### src/rtl/sck_pkg.sv
`timescale 1ns/1ps
package sck_pkg;
  typedef enum logic {
    DIV_FINE   = 1'b0,
    DIV_COARSE = 1'b1
  } div_mode_e;
endpackage

### src/rtl/sck_rst_sync.sv
`timescale 1ns/1ps
module sck_rst_sync #(
  parameter int STAGES = 2
) (
  input  logic clk_i,
  input  logic rst_ni,
  output logic rst_no
);
  logic [STAGES-1:0] sync_q;

  always_ff @(posedge clk_i or negedge rst_ni) begin
    if (!rst_ni) sync_q <= '0;
    else         sync_q <= {sync_q[STAGES-2:0], 1'b1};
  end

  assign rst_no = sync_q[STAGES-1];
endmodule

### src/rtl/sck_half_calc.sv
`timescale 1ns/1ps
module sck_half_calc
  import sck_pkg::*;
#(
  parameter int PRE_W  = 8,
  parameter int RATE_W = 8,
  parameter int EXP_W  = 3,
  parameter int CNT_W  = PRE_W - 1 + RATE_W + 1
) (
  input  div_mode_e          mode_i,
  input  logic [PRE_W-1:0]   prescale_i,
  input  logic [RATE_W-1:0]  rate_i,
  input  logic [EXP_W-1:0]   pow_exp_i,
  output logic [CNT_W-1:0]   half_o
);
  logic [PRE_W-1:0] pre_even;
  logic [PRE_W-1:0] pre_eff;
  logic [CNT_W-1:0] fine_half;
  logic [CNT_W-1:0] coarse_half;

  always_comb begin
    pre_even = {prescale_i[PRE_W-1:1], 1'b0};
    pre_eff  = (pre_even < PRE_W'(2)) ? PRE_W'(2) : pre_even;
  end

  // half of Peff*(rate+1); Peff is even so this division is exact
  assign fine_half   = CNT_W'(pre_eff[PRE_W-1:1]) * (CNT_W'(rate_i) + CNT_W'(1));
  assign coarse_half = CNT_W'(1) << pow_exp_i;

  generate
    if (CNT_W < (1 << EXP_W)) begin : g_bad_width
      initial $error("counter width too small for coarse exponent range");
    end
  endgenerate

  assign half_o = (mode_i == DIV_COARSE) ? coarse_half : fine_half;
endmodule

### src/rtl/sck_half_counter.sv
`timescale 1ns/1ps
module sck_half_counter #(
  parameter int CNT_W = 16
) (
  input  logic             clk_i,
  input  logic             rst_ni,
  input  logic             run_i,
  input  logic [CNT_W-1:0] half_i,
  output logic             wrap_o
);
  logic [CNT_W-1:0] cnt_q;
  logic [CNT_W-1:0] cnt_d;

  assign wrap_o = run_i && (cnt_q == half_i - CNT_W'(1));

  always_comb begin
    if (!run_i || wrap_o) cnt_d = '0;
    else                  cnt_d = cnt_q + CNT_W'(1);
  end

  always_ff @(posedge clk_i or negedge rst_ni) begin
    if (!rst_ni) cnt_q <= '0;
    else         cnt_q <= cnt_d;
  end

  // the count never passes the half-period it is timing
  p_cnt_in_half_r5: assert property (@(posedge clk_i) disable iff (!rst_ni)
    cnt_q < half_i);

  // a stopped counter stays cleared
  p_cnt_clear_r7: assert property (@(posedge clk_i) disable iff (!rst_ni)
    !run_i |=> (cnt_q == '0));
endmodule

### src/rtl/sck_rate_gen.sv
`timescale 1ns/1ps
module sck_rate_gen
  import sck_pkg::*;
#(
  parameter int PRE_W    = 8,
  parameter int RATE_W   = 8,
  parameter int EXP_W    = 3,
  parameter int CTRL_W   = 16,
  parameter int RATE_LSB = 8
) (
  input  logic              clk_i,
  input  logic              rst_ni,
  input  logic              enable_i,
  input  logic              mode_coarse_i,
  input  logic [PRE_W-1:0]  prescale_i,
  input  logic [CTRL_W-1:0] ctrl_word_i,
  input  logic [EXP_W-1:0]  pow_exp_i,
  output logic              sck_o,
  output logic              lead_o,
  output logic              trail_o
);
  localparam int CNT_W = PRE_W - 1 + RATE_W + 1;

  logic             rst_n_s;
  logic [CNT_W-1:0] half_new;
  logic [CNT_W-1:0] half_q, half_d;
  logic             sck_q, sck_d;
  logic             lead_q, lead_d;
  logic             trail_q, trail_d;
  logic             wrap;
  logic             unused_ctrl_low;
  div_mode_e        mode;

  assign unused_ctrl_low = ^ctrl_word_i[RATE_LSB-1:0];
  assign mode = div_mode_e'(mode_coarse_i);

  sck_rst_sync #(.STAGES(2)) u_rst (
    .clk_i  (clk_i),
    .rst_ni (rst_ni),
    .rst_no (rst_n_s)
  );

  sck_half_calc #(
    .PRE_W(PRE_W), .RATE_W(RATE_W), .EXP_W(EXP_W), .CNT_W(CNT_W)
  ) u_calc (
    .mode_i     (mode),
    .prescale_i (prescale_i),
    .rate_i     (ctrl_word_i[RATE_LSB +: RATE_W]),
    .pow_exp_i  (pow_exp_i),
    .half_o     (half_new)
  );

  sck_half_counter #(.CNT_W(CNT_W)) u_cnt (
    .clk_i  (clk_i),
    .rst_ni (rst_n_s),
    .run_i  (enable_i),
    .half_i (half_q),
    .wrap_o (wrap)
  );

  // next state
  always_comb begin
    half_d  = half_q;
    sck_d   = sck_q;
    lead_d  = 1'b0;
    trail_d = 1'b0;
    if (!enable_i) begin
      half_d = half_new;
      sck_d  = 1'b0;
    end else if (wrap) begin
      sck_d   = ~sck_q;
      lead_d  = ~sck_q;
      trail_d = sck_q;
      if (sck_q) half_d = half_new;   // falling edge closes the period
    end
  end

  // registers
  always_ff @(posedge clk_i or negedge rst_n_s) begin
    if (!rst_n_s) begin
      half_q  <= CNT_W'(1);
      sck_q   <= 1'b0;
      lead_q  <= 1'b0;
      trail_q <= 1'b0;
    end else begin
      half_q  <= half_d;
      sck_q   <= sck_d;
      lead_q  <= lead_d;
      trail_q <= trail_d;
    end
  end

  assign sck_o   = sck_q;
  assign lead_o  = lead_q;
  assign trail_o = trail_q;

  // disabled means idle low and silent
  p_idle_low_r7: assert property (@(posedge clk_i) disable iff (!rst_n_s)
    !enable_i |=> (!sck_o && !lead_o && !trail_o));

  // strobes coincide with real edges of the clock level
  p_lead_on_rise_r8: assert property (@(posedge clk_i) disable iff (!rst_n_s)
    lead_o |-> (sck_o && !$past(sck_o)));
  p_trail_on_fall_r8: assert property (@(posedge clk_i) disable iff (!rst_n_s)
    trail_o |-> (!sck_o && $past(sck_o)));
  p_lead_single_r8: assert property (@(posedge clk_i) disable iff (!rst_n_s)
    lead_o |=> !lead_o);

  // the active timing holds inside a running period
  p_cfg_hold_r6: assert property (@(posedge clk_i) disable iff (!rst_n_s)
    (enable_i && !(wrap && sck_q)) |=> $stable(half_q));

  // the active half-period is never zero
  p_half_nonzero_r5: assert property (@(posedge clk_i) disable iff (!rst_n_s)
    half_q != '0);
endmodule

### config.mk
export PLATFORM = sky130hd
export DESIGN_NAME = sck_rate_gen
export DESIGN_NICKNAME = d
export VERILOG_FILES = /design/src/rtl/sck_pkg.sv /design/src/rtl/sck_rst_sync.sv /design/src/rtl/sck_half_calc.sv /design/src/rtl/sck_half_counter.sv /design/src/rtl/sck_rate_gen.sv
export SDC_FILE = /design/constraint.sdc
export NUM_CORES = 1
export LEC_CHECK = 0
export CELL_PAD_IN_SITES_DETAIL_PLACEMENT = 0
export CELL_PAD_IN_SITES_GLOBAL_PLACEMENT = 2
export CORE_AREA = 5 5 109 111
export DETAILED_ROUTE_END_ITERATION = 6
export DIE_AREA = 0 0 114 116
export HOLD_SLACK_MARGIN = 0.03
export PLACE_DENSITY = 0.93
export SLEW_MARGIN = 20
export SYNTH_ARGS = -nofsm -noshare
export SYNTH_HDL_FRONTEND = slang
export SYNTH_SLANG_ARGS = --single-unit
### constraint.sdc
create_clock -name clk_i -period 3 [get_ports clk_i]
set_clock_uncertainty 0.2 [all_clocks]
set_input_delay 0.9 -clock clk_i [delete_from_list [all_inputs] [get_ports clk_i]]
set_output_delay 0.9 -clock clk_i [all_outputs]
set_load 0.01 [all_outputs]
# Word level (Yosys, flattened, before mapping)

Index checks and enable logic that the tools add are counted.

Bits in registers: 37
Bits in latches: 0
RAM bits: 0
ROM bits: 0
Input bits: 31
Output and inout bits: 3
Logic and storage cells: 32
Memories: 0

Add/subtract/negate cells: 3
Multiply operators: 1
Div/mod/pow operators: 0
$lt $le $gt $ge: 1
Eq/ne operators: 3
Shifts and indexed selects: 1
Multiplexer cells: 12
Bitwise gates (word level): 1
Reduce and logical (&&, ||, !) cells: 4

Operator list:

| operator              | number |
|---|---|
| $mux 16               | 5 |
| $add 16x1->16 const B | 1 |
| $eq 16x16->1          | 1 |
| $mul 7x16->16         | 1 |
| $shl 1x3->16 const A  | 1 |
| $sub 16x1->16 const B | 1 |
| $add 8x1->9 const B   | 1 |
| $lt 8x2->1 const B    | 1 |
| $mux 8                | 1 |
| $mux 1                | 6 |
| $ne 2x1->1 const B    | 2 |
| $reduce_and 2->1      | 1 |
| $logic_and 1x1->1     | 1 |
| $logic_not 1->1       | 1 |
| $logic_or 1x1->1      | 1 |
| $not 1->1             | 1 |

# Logic depth before layout (Yosys ltp)

Gate-level depths: netlist of run 1.

Word-level depth: 7
Gate-level depth with buffers: 20
Gate-level depth less buffers: 20

# Hierarchy

Synthesis of run 1 repeated with hierarchy kept, for this count alone.

Cells, all modules: 490
Area total of the unflattened synthesis: 4,551.9 sq um

By module, submodules not included:

| module           | times used | cells an instance | area each (sq um) | sequential area each (sq um) |
|---|---|---|---|---|
| sck_half_calc    | 1          | 274               | 2,297.2           | 0.0 |
| sck_half_counter | 1          | 171               | 1,436.4           | 400.4 |
| sck_rate_gen     | 1          | 42                | 764.5             | 476.7 |
| sck_rst_sync     | 1          | 3                 | 53.8              | 50.0 |

# Worst setup path after synthesis of run 1

OpenSTA, ideal clock, no wires.

Path type: input to register
Start: input ctrl_word_i[8]
End: register half_q[14]
Setup time: 0.125 ns
Data arrival time: 5.493 ns
Required time: 2.675 ns
Setup slack: -2.818 ns
Stages on the path: 19
Path through: ha_1 nand3_1 nor2_1 xor2_1 and2_1 fa_1 fa_1 fa_1 inv_1 fa_1 inv_1 ha_1 o21a_1 o21a_1 a41o_1 o41ai_1 xor2_1 nor2_1 mux2_4

Word-level cells in the longest chain between the ends: 6

Ends and longest elaborated chain:

| what                 | RTL line            | text |
|---|---|---|
| from (decl)          | sck_rate_gen.sv:16  | `input logic [CTRL_W-1:0] ctrl_word_i,` |
| $add 8x1->9 (*)      | sck_half_calc.sv:27 | `assign fine_half = CNT_W'(pre_eff[PRE_W-1:1]) * (CNT_W'(rate_i) + CNT_W'(1));` |
| $mul 7x16->16 (*)    | sck_half_calc.sv:27 |  |
| $mux 16 (*)          | sck_half_calc.sv:36 | `assign half_o = (mode_i == DIV_COARSE) ? coarse_half : fine_half;` |
| $mux 16              | sck_rate_gen.sv:74  | `if (sck_q) half_d = half_new;` |
| $mux 16              | sck_rate_gen.sv:70  | `end else if (wrap) begin` |
| $mux 16 (*)          | sck_rate_gen.sv:67  | `if (!enable_i) begin` |
| to (signal assigned) | sck_rate_gen.sv:86  | `half_q <= half_d;` |
| to (decl)            | sck_rate_gen.sv:26  | `logic [CNT_W-1:0] half_q, half_d;` |

Mark *: on every way between the ends. The rest lies on a longest branch, timed or not. The select of a mux whose other input is x is not followed.
A chain may end at the register's enable or synchronous reset.

# Worst setup path after layout of run 1

Ends and elaborated chain as after synthesis.

==> impl_metrics.json, run 1 <==
{
  "drive_gt1_frac": 0.355,
  "fmax_ghz": 0.184,
  "final-hold-violation-count": 0,
  "multi_input_area_sq_um": 3700,
  "p_per_area_nw_per_um2": 610,
  "synth_area_per_cell_sq_um": 9.34,
  "timing.final.ws_setup_ns": -2.43,
  "netlist_area_sq_um": 4300,
  "htree_levels": 2,
  "io_pins": 34,
  "violations": "setup timing",
  "antenna_found_initial": 0,
  "grt.met3_usage": 0.0230,
  "synth_edf_count": 0,
  "initial_utilization": 0.402,
  "cp-end-kind": "flop",
  "fp-row-count": 38,
  "core_sq_um": 10700,
  "syn_nets": 563,
  "die_area_sq_um": 13200,
  "grtUsageMet1": 0.240,
  "grt_pass1_wl_um": 18500,
  "finalPower_mw": 3.67,
  "stdcell_count": 721,
  "gr-max-usage-layer": "met2",
  "rsz0062_at_grt": "true",
  "clk_pin_slew_ns": 0.07,
  "ys_seq_area_frac": 0.215,
  "path_class": "primary input to flop",
  "cts_sinks": 37,
  "drt_iter0_markers": 188,
  "dp_cells": 691,
  "min_path_type": "flop to async pin",
  "die_x_um": 114,
  "ys_warn_count": 0,
  "cts_buffer_depth": 2,
  "root_buffer": "clkbuf_8",
  "place_congestion": 0.833,
  "crit_required_ns": 2.97,
  "grt_use_total": 0.170,
  "dp_hpwl_um": 7960,
  "first_pass_iters": 5,
  "cts_tree": "done",
  "critPathMaxFanout": 4,
  "nets": 682,
  "synth_seq_cells": 37,
  "netlist_instances": 461,
  "dp_slack_ns": -3.31,
  "wl_per_cell_um": 14.6,
  "nFillCells": 909,
  "netlist.area_leader.share": 0.209,
  "diodes": 0,
  "synth_cell_types": 58,
  "tns_ns": -25.44,
  "ir_worst_vdd_v": 0.000322,
  "seq_area_sq_um": 927,
  "drc": 0,
  "leakage_nw": 2.76,
  "setup_violations": 13,
  "slew_violations": 0,
  "netlist_top_cells_area": "dfrtp_1 (21%), fa_1 (16%), ha_1 (11%)",
  "synth_top_flop_cell": "dfrtp_1",
  "grt_use_met2": 0.281,
  "vias": 3684,
  "fin_crit_sh": 1.81,
  "ff2ff_path_depth": 11,
  "syn_to_final_growth_pct": 40.0,
  "period_needed_ns": 5.43,
  "postCtsHoldBufs": 0,
  "cp.arrival_ns": 5.40,
  "clk_latency_ns": 0.29,
  "grt_max_degree": 36,
  "portBuffers": 24,
  "cp-start-kind": "primary input",
  "status": "finished with violations",
  "drv_cap": 0,
  "wl_um": 10500,
  "vias_per_cell": 5.11,
  "overflow": 0,
  "grt_pass1_vias": 3906,
  "async_reset_ff_frac": 1.00,
  "holdWs_ns": 0.0886,
  "die_h_um": 116,
  "cts_made_buffers": 5,
  "ant_nets": 0,
  "synth_largest_area_cell": "dfrtp_1"
}
==> layout by cell type (no fill, tap or decap), types with 4 or more instances in the layout <==
cell type         n
a21oi_1           4
a31oi_1           5
and2_1           16
and2_4            7
and3_1            6
buf_2             4
buf_4            79
buf_6            14
clkbuf_8          5
clkdlybuf4s50_1  11
dfrtp_1          36
dlygate4sd2_1     7
fa_1             33
ha_1             25
ha_4             12
inv_1            27
inv_2             9
mux2_2            5
mux2_4           10
nand2_1          25
nand2b_1          7
nand3_1          11
nand4_1           6
nor2_1           41
nor2_2            6
nor2b_1          20
nor2b_4           5
nor3_1            9
o21a_1            5
o21ai_0           5
xnor2_1          23
xor2_1           21
xor2_2            4
==> layer usage <==
layer	vias up	wire (um)	part of all wire
met5	-	0	0
met4	0	45	0.0043
li1	1800	-	-
met3	7	224	0.021
met2	44	5250	0.50
met1	1833	5010	0.48
==> sequential cells by signal (all words and copies together) (netlist names) <==
signal / flops
sck_o: 1
u_cnt.cnt_q: 16
lead_o: 1
half_q: 16
trail_o: 1
u_rst.sync_q: 2
==> final timing paths <==
check	from	endpoint	slack [ns]
min in group clk_i	u_rst.sync_q[0]$_DFF_PN0_	u_rst.sync_q[1]$_DFF_PN0_	0.15
worst max-delay path	ctrl_word_i[8]	half_q[14]$_DFFE_PN0P_	-2.43
worst max register to register	half_q[1]$_DFFE_PN0P_	half_q[14]$_DFFE_PN0P_	0.02
worst min register to register	u_rst.sync_q[1]$_DFF_PN0_	u_cnt.cnt_q[13]$_DFF_PN0_	0.09
worst min-delay path	u_rst.sync_q[1]$_DFF_PN0_	u_cnt.cnt_q[13]$_DFF_PN0_	0.09
max in group asynchronous	rst_ni	u_rst.sync_q[1]$_DFF_PN0_	1.91
==> area by class of cell <==
type / count / area share
Clock buffer: 8 / 0.0133
Inverter: 36 / 0.0224
Tap cell: 140 / 0.0291
Timing Repair Buffer: 119 / 0.168
Multi-Input combinational cell: 381 / 0.613
Sequential cell: 37 / 0.154
==> power by group <==
part           total (mW)  internal (mW)  leakage, nW  switching [mW]
registers           0.672          0.574        0.491          0.0979
logic                2.67           1.44         2.22            1.23
clock network       0.332          0.165       0.0395           0.167
total                3.67           2.18         2.76            1.50
==> cell families after synthesis <==
| kind of cell | synth area share |
|---|---|
| compound gates | 0.0866 |
| mux | 0.0494 |
| flops | 0.215 |
| simple gates | 0.236 |
| fa+ha+maj | 0.266 |
| other cells | 0.000871 |
| buf+inv | 0.0442 |
| xor+xnor | 0.102 |
==> per-stage QoR <==
stage,area [sq um],utilization
after floorplan,4420,-
after global placement,5340,0.499
after detailed placement,5340,0.499
after CTS,5820,0.544
after global routing,6030,0.563
final,6030,0.563
==> cells in the mapped netlist (2+ instances only) <==
cell type / instances
nor2_1: 49
ha_1: 37
dfrtp_1: 36
inv_1: 36
fa_1: 34
nor2b_1: 28
nand2_1: 27
xor2_1: 26
xnor2_1: 24
and2_1: 23
nand3_1: 14
nor3_1: 11
mux2_4: 9
a21oi_1: 7
and3_1: 7
nand2b_1: 7
o21ai_0: 7
mux2_2: 6
nand4_1: 6
a31oi_1: 5
o21a_1: 5
clkbuf_1: 4
a211oi_1: 3
nor4_1: 3
nor4b_1: 3
o22ai_1: 3
o2bb2ai_1: 3
or3_2: 3
a21o_1: 2
o211ai_1: 2
o21ai_1: 2
o32ai_1: 2
o41ai_1: 2
==> worst max-delay path: stages <==
cell,delay [ns]
buf_8,0.11
ha_4,0.16
buf_4,0.15
xor2_4,0.19
and2_4,0.17
fa_1,0.49
fa_1,0.51
fa_1,0.51
inv_1,0.05
fa_1,0.49
inv_2,0.05
ha_4,0.23
o21a_1,0.17
o21a_1,0.19
a41o_1,0.24
o41ai_2,0.30
xor2_1,0.18
nor2_1,0.07
mux2_4,0.25
==> what timing repair did <==
item	in CTS	in global routing
pin swaps	46	43
endpoints found under the setup margin	16	17
gates resized for setup	95	40
setup buffers	15	8
No activity file was read; power rests on OpenSTA's default activity.
==> inputs of run 2 (changes only) <==
--- a/config.mk
+++ b/config.mk
@@ -7,11 +7,11 @@
 export LEC_CHECK = 0
 export CELL_PAD_IN_SITES_DETAIL_PLACEMENT = 0
 export CELL_PAD_IN_SITES_GLOBAL_PLACEMENT = 2
-export CORE_AREA = 5 5 109 111
+export CORE_AREA = 5 5 113 115
 export DETAILED_ROUTE_END_ITERATION = 6
-export DIE_AREA = 0 0 114 116
+export DIE_AREA = 0 0 118 120
 export HOLD_SLACK_MARGIN = 0.03
-export PLACE_DENSITY = 0.93
+export PLACE_DENSITY = 0.87
 export SLEW_MARGIN = 20
 export SYNTH_ARGS = -nofsm -noshare
 export SYNTH_HDL_FRONTEND = slang
==> constraint.sdc (replaced) <==
create_clock -name clk_i -period 5.9 [get_ports clk_i]
set_clock_uncertainty 0.2 [all_clocks]
set_input_delay 1.77 -clock clk_i [delete_from_list [all_inputs] [get_ports clk_i]]
set_output_delay 1.77 -clock clk_i [all_outputs]
set_load 0.01 [all_outputs]
==> impl_metrics.json, run 2 (synthesis gave the netlist of run 1 again) <==
{
  "status": "finished with violations",
  "violations": "setup timing",
  "drv_cap": 0,
  "ir_worst_vdd_v": 0.000240,
  "slew_violations": 0,
  "htree_levels": 2,
  "initial_utilization": 0.368,
  "grt_use_total": 0.140,
  "first_pass_iters": 6,
  "final_util": 0.474,
  "setup_violations": 8,
  "stdcell_count": 689,
  "die_h_um": 120,
  "cp.arrival_ns": 6.28,
  "drive_gt1_frac": 0.258,
  "cp-end-kind": "flop",
  "drc": 0,
  "drt_iter0_markers": 169,
  "r2r_start": "half_q[1]$_DFFE_PN0P_",
  "cp-start-kind": "primary input",
  "overflow": 0,
  "dp_cells": 673,
  "final-hold-violation-count": 0,
  "crit_required_ns": 5.86,
  "clk_latency_ns": 0.28,
  "wl_um": 9470,
  "vias_per_cell": 5.06,
  "dp_hpwl_um": 7660,
  "cts_sinks": 37,
  "fmax_ghz": 0.158,
  "min_path_type": "flop to async pin",
  "io_pins": 34,
  "reg2reg_setup_slack_ns": 2.39,
  "path_class": "primary input to flop",
  "critPathMaxFanout": 3,
  "worst_pin_slew_ns": 0.779,
  "rsz0062_at_grt": "true",
  "die_x_um": 118,
  "place_congestion": 0.860,
  "clk_pin_slew_ns": 0.05,
  "fin_crit_sh": 1.07,
  "fp-row-count": 40,
  "cts_made_buffers": 5,
  "timing.final.ws_setup_ns": -0.419,
  "slew_headroom": 0.476,
  "leakage_nw": 2.55,
  "ant_nets": 0,
  "seq_area_sq_um": 927,
  "cts_buffer_depth": 2,
  "ff2ff_path_depth": 9,
  "grt_pass1_wl_um": 16800,
  "reg.largest.list": "half_q: 16 flops, u_cnt.cnt_q: 16 flops, u_rst.sync_q: 2 flops",
  "antenna_found_initial": 0,
  "multi_input_area_sq_um": 3480,
  "period_needed_ns": 6.32,
  "root_buffer": "clkbuf_16",
  "cts_tree": "done",
  "p_per_area_nw_per_um2": 323,
  "die_area_sq_um": 14200,
  "nets": 643,
  "portBuffers": 24,
  "grt_max_degree": 36,
  "diodes": 0,
  "nFillCells": 1096,
  "r2r-end": "half_q[5]$_DFFE_PN0P_",
  "tns_ns": -1.89,
  "wl_per_cell_um": 13.7,
  "grt_pass1_vias": 3667,
  "vias": 3485,
  "core_sq_um": 11700,
  "final_cell_mix": "buf_4 (49), nor2_1 (45), dfrtp_1 (36)",
  "syn_to_final_growth_pct": 29.0,
  "final_common_cell": "buf_4"
}
run 2: how the worst max path moves through the flow:
stage | startpoint | slack [ns] | endpoint
floorplan | ctrl_word_i[8] | -0.47 | half_q[14]$_DFFE_PN0P_
global placement | ctrl_word_i[8] | -1.21 | half_q[14]$_DFFE_PN0P_
detailed placement | ctrl_word_i[8] | -1.26 | half_q[14]$_DFFE_PN0P_
CTS | ctrl_word_i[9] | -0.42 | half_q[14]$_DFFE_PN0P_
global route | ctrl_word_i[8] | -0.64 | half_q[14]$_DFFE_PN0P_
finish | ctrl_word_i[9] | -0.42 | half_q[14]$_DFFE_PN0P_
run 2: layout make-up:
type                            instances  share of cell area
Multi-Input combinational cell        381               0.627
Inverter                               36              0.0243
Timing Repair Buffer                   80               0.122
Sequential cell                        37               0.167
Clock buffer                            8              0.0264
Tap cell                              147              0.0331
run 2: metal layers:
layer,GRT usage,share of wire
met1,0.196,0.49
met2,0.224,0.46
met3,0.0240,0.033
met4,0.0351,0.011
met5,0,0
run 2: power breakdown:
| group | leakage, nW | switching, mW | internal, mW | total (mW) |
|---|---|---|---|---|
| Combinational | 1.99 | 0.551 | 0.630 | 1.18 |
| Sequential | 0.491 | 0.0589 | 0.292 | 0.351 |
| Clock | 0.0712 | 0.0944 | 0.168 | 0.263 |
| Total | 2.55 | 0.704 | 1.09 | 1.80 |
run 2: worst max-delay path, stage by stage:
cell	delay, ns
buf_8	0.08
ha_4	0.15
nand3_4	0.09
nor2_4	0.14
xor2_2	0.17
buf_4	0.14
and2_4	0.13
fa_1	0.42
fa_1	0.47
fa_1	0.54
inv_1	0.05
fa_1	0.51
inv_2	0.05
ha_4	0.20
o21a_1	0.17
o21a_1	0.20
a41o_1	0.27
o41ai_2	0.23
xor2_1	0.17
nor2_1	0.05
mux2_4	0.27
run 2: repair_timing:
| action | in CTS | in global routing |
|---|---|---|
| pin swaps | 33 | 19 |
| setup buffers | 5 | 5 |
| resized for setup | 68 | 10 |
| gates cloned | 0 | 0 |
| hold buffers | 0 | 0 |
| setup endpoints to repair | 11 | 9 |
run 2: stage by stage:
step                      hold slack (ns)  worst slack, ns  power [mW]  instance area (sq um)
after detailed placement           0.0894            -1.26        1.36                   5140
final                              0.0725           -0.419        1.80                   5550
after global routing                0.140           -0.644        1.96                   5550
after global placement             0.0831            -1.21        1.35                   5140
after CTS                          0.0952           -0.425        1.76                   5490
after floorplan                     0.131           -0.471        1.06                   4420
==> inputs of run 3 (changes only) <==
--- a/config.mk
+++ b/config.mk
@@ -5,13 +5,14 @@
 export SDC_FILE = /design/constraint.sdc
 export NUM_CORES = 1
 export LEC_CHECK = 0
-export CELL_PAD_IN_SITES_DETAIL_PLACEMENT = 0
-export CELL_PAD_IN_SITES_GLOBAL_PLACEMENT = 2
-export CORE_AREA = 5 5 113 115
+export CELL_PAD_IN_SITES_DETAIL_PLACEMENT = 1
+export CELL_PAD_IN_SITES_GLOBAL_PLACEMENT = 1
+export CORE_AREA = 5 5 102 104
 export DETAILED_ROUTE_END_ITERATION = 6
-export DIE_AREA = 0 0 118 120
+export DIE_AREA = 0 0 107 109
 export HOLD_SLACK_MARGIN = 0.03
-export PLACE_DENSITY = 0.87
+export PLACE_DENSITY = 0.88
+export RECOVER_POWER = 50
 export SLEW_MARGIN = 20
 export SYNTH_ARGS = -nofsm -noshare
 export SYNTH_HDL_FRONTEND = slang
==> impl_metrics.json, run 3 (synthesis gave the netlist of run 1 again) <==
{
  "wl_per_cell_um": 26.5,
  "first_pass_iters": 5,
  "reg2reg_setup_slack_ns": 1.81,
  "reg.largest.list": "half_q: 16 flops, u_cnt.cnt_q: 16 flops, u_rst.sync_q: 2 flops",
  "worstHoldStart": "u_rst.sync_q[0]$_DFF_PN0_",
  "cp.arrival_ns": 6.60,
  "grt_max_degree": 36,
  "r2r_start": "half_q[0]$_DFFE_PN1P_",
  "cp-start-kind": "primary input",
  "final-hold-violation-count": 0,
  "antenna_found_initial": 0,
  "portBuffers": 24,
  "final_util": 0.606,
  "path_class": "primary input to flop",
  "drt_iter0_markers": 316,
  "root_buffer": "clkbuf_8",
  "fin_crit_sh": 1.12,
  "diodes": 0,
  "violations": "capacitance limit, slew limit, setup timing",
  "drive_gt1_frac": 0.305,
  "nets": 656,
  "ir_worst_vdd_v": 0.000155,
  "ant_nets": 0,
  "place_congestion": 0.821,
  "initial_utilization": 0.455,
  "worst_pin_slew_ns": 2.01,
  "final_cell_mix": "buf_4 (55), nor2_1 (42), dfrtp_1 (36)",
  "htree_levels": 2,
  "cp_cell_sequence": "clkdlybuf4s50_1 > buf_4 > nor2b_2 > fa_1 > fa_1 > fa_1 > inv_2 > fa_1 > inv_2 > ha_4 > o21a_1 > o21a_1 > a41o_1 > buf_4 > nor2_4 > xor2_1 > nor2_1 > mux2_4",
  "slew_violations": 36,
  "dp_hpwl_um": 10300,
  "fmax_ghz": 0.151,
  "grt_pass1_wl_um": 25800,
  "crit_required_ns": 5.89,
  "vias_per_cell": 6.39,
  "critPathMostFrequentCell": "fa_1",
  "ff2ff_path_depth": 9,
  "r2r-end": "half_q[1]$_DFFE_PN0P_",
  "holdWs_ns": 0.176,
  "min_path_type": "flop to flop",
  "vias": 4276,
  "status": "finished with violations",
  "cts_tree": "done",
  "wl_um": 17700,
  "syn_to_final_growth_pct": 33.2,
  "drc": 0,
  "critPathBufInv": 5,
  "max_stage_delay_ns": 0.58,
  "p_per_area_nw_per_um2": 366,
  "cts_sinks": 37,
  "die_area_sq_um": 11700,
  "drv_cap": 1,
  "postCtsHoldBufs": 0,
  "critPathTopFamily": "adder cells",
  "slew_headroom": -0.337,
  "hold_depth": 0,
  "rsz0062_at_grt": "true",
  "overflow": 0,
  "cts_made_buffers": 5,
  "period_needed_ns": 6.61,
  "fp-row-count": 36,
  "cp-end-kind": "flop",
  "nFillCells": 1046,
  "leakage_nw": 2.66,
  "timing.final.ws_setup_ns": -0.710,
  "crit_slowest_cell": "fa_1",
  "hold_path_end": "u_rst.sync_q[1]$_DFF_PN0_",
  "grt_use_total": 0.286,
  "die_h_um": 109,
  "clk_pin_slew_ns": 0.08,
  "final_common_cell": "buf_4",
  "clk_latency_ns": 0.31,
  "critPathMaxFanout": 9,
  "die_x_um": 107,
  "setup_violations": 10,
  "grt_pass1_vias": 4745,
  "io_pins": 34,
  "core_sq_um": 9460,
  "cts_buffer_depth": 2
}
-- run 3: cell count changes in the layout (fill, tap and decap cells not counted), moves of 3 or more --
cell,delta
nor2b_1,-3
buf_6,+6
xor2_4,+3
inv_2,+5
clkbuf_16,-5
clkbuf_8,+5
buf_4,+6
nor2_1,-3
inv_1,-5
-- run 3: final cells by class --
| class | instances | area [sq um] | share of cell area |
|---|---|---|---|
| tap | 114 | 143 | 0.0249 |
| inverter | 36 | 135 | 0.0236 |
| clock inverter | 1 | 30.0 | 0.00524 |
| multi-input combinational | 381 | 3610 | 0.629 |
| timing repair buffer | 93 | 807 | 0.141 |
| clock buffer | 7 | 86.3 | 0.0151 |
| sequential | 37 | 927 | 0.162 |
-- run 3: metrics by stage --
step | power [mW] | setup TNS (ns) | worst slack (ns) | std cells | instance area, sq um
after floorplan | 1.06 | -2.12 | -0.471 | 461 | 4420
after global placement | 1.34 | -10.18 | -1.21 | 644 | 5130
after detailed placement | 1.44 | -12.49 | -1.43 | 644 | 5130
after CTS | 1.83 | -2.39 | -0.530 | 661 | 5540
after global routing | 2.19 | -5.52 | -0.812 | 669 | 5730
final | 2.10 | -4.36 | -0.710 | 669 | 5730
-- run 3: routing by layer --
| layer | wire length (um) | up-vias | GRT usage |
|---|---|---|---|
| li1 | - | 1751 | - |
| met1 | 6600 | 2204 | 0.326 |
| met2 | 9230 | 228 | 0.534 |
| met3 | 848 | 93 | 0.0367 |
| met4 | 1050 | 0 | 0.125 |
| met5 | 0 | - | 0 |
-- run 3: power by group --
group | switching (mW) | internal [mW] | total, mW
logic | 0.786 | 0.707 | 1.49
clock network | 0.104 | 0.138 | 0.242
registers | 0.0750 | 0.291 | 0.366
total | 0.965 | 1.14 | 2.10
-- run 3: worst max-delay path by stage --
stage	start	cells after the start	slack (ns)	end
2_1_floorplan	ctrl_word_i[8]	20	-0.47	half_q[14]$_DFFE_PN0P_
3_3_place_gp	ctrl_word_i[8]	21	-1.21	half_q[14]$_DFFE_PN0P_
3_5_place_dp	ctrl_word_i[8]	21	-1.43	half_q[14]$_DFFE_PN0P_
4_1_cts	ctrl_word_i[8]	20	-0.53	half_q[14]$_DFFE_PN0P_
5_1_grt	ctrl_word_i[8]	21	-0.81	half_q[12]$_DFFE_PN0P_
6_report	prescale_i[4]	18	-0.71	half_q[12]$_DFFE_PN0P_
-- run 3: repair_timing --
item                                   4_1_cts  5_1_grt
resized for setup                           78       34
setup endpoints to repair                   11       10
buffers inserted                            10        9
pin swaps                                   40       16
endpoints found under the hold margin        0        0
-- run 3: worst register-to-register path, stage by stage (launching register included) --
cell and delay, ns:
dfstp_2 0.60, inv_1 0.12, ha_1 0.27, nor2b_1 0.28
nor4b_1 0.48, a31oi_1 0.10, nor4_1 0.57, o211ai_1 0.26
o21ai_4 0.64, mux2_2 0.44
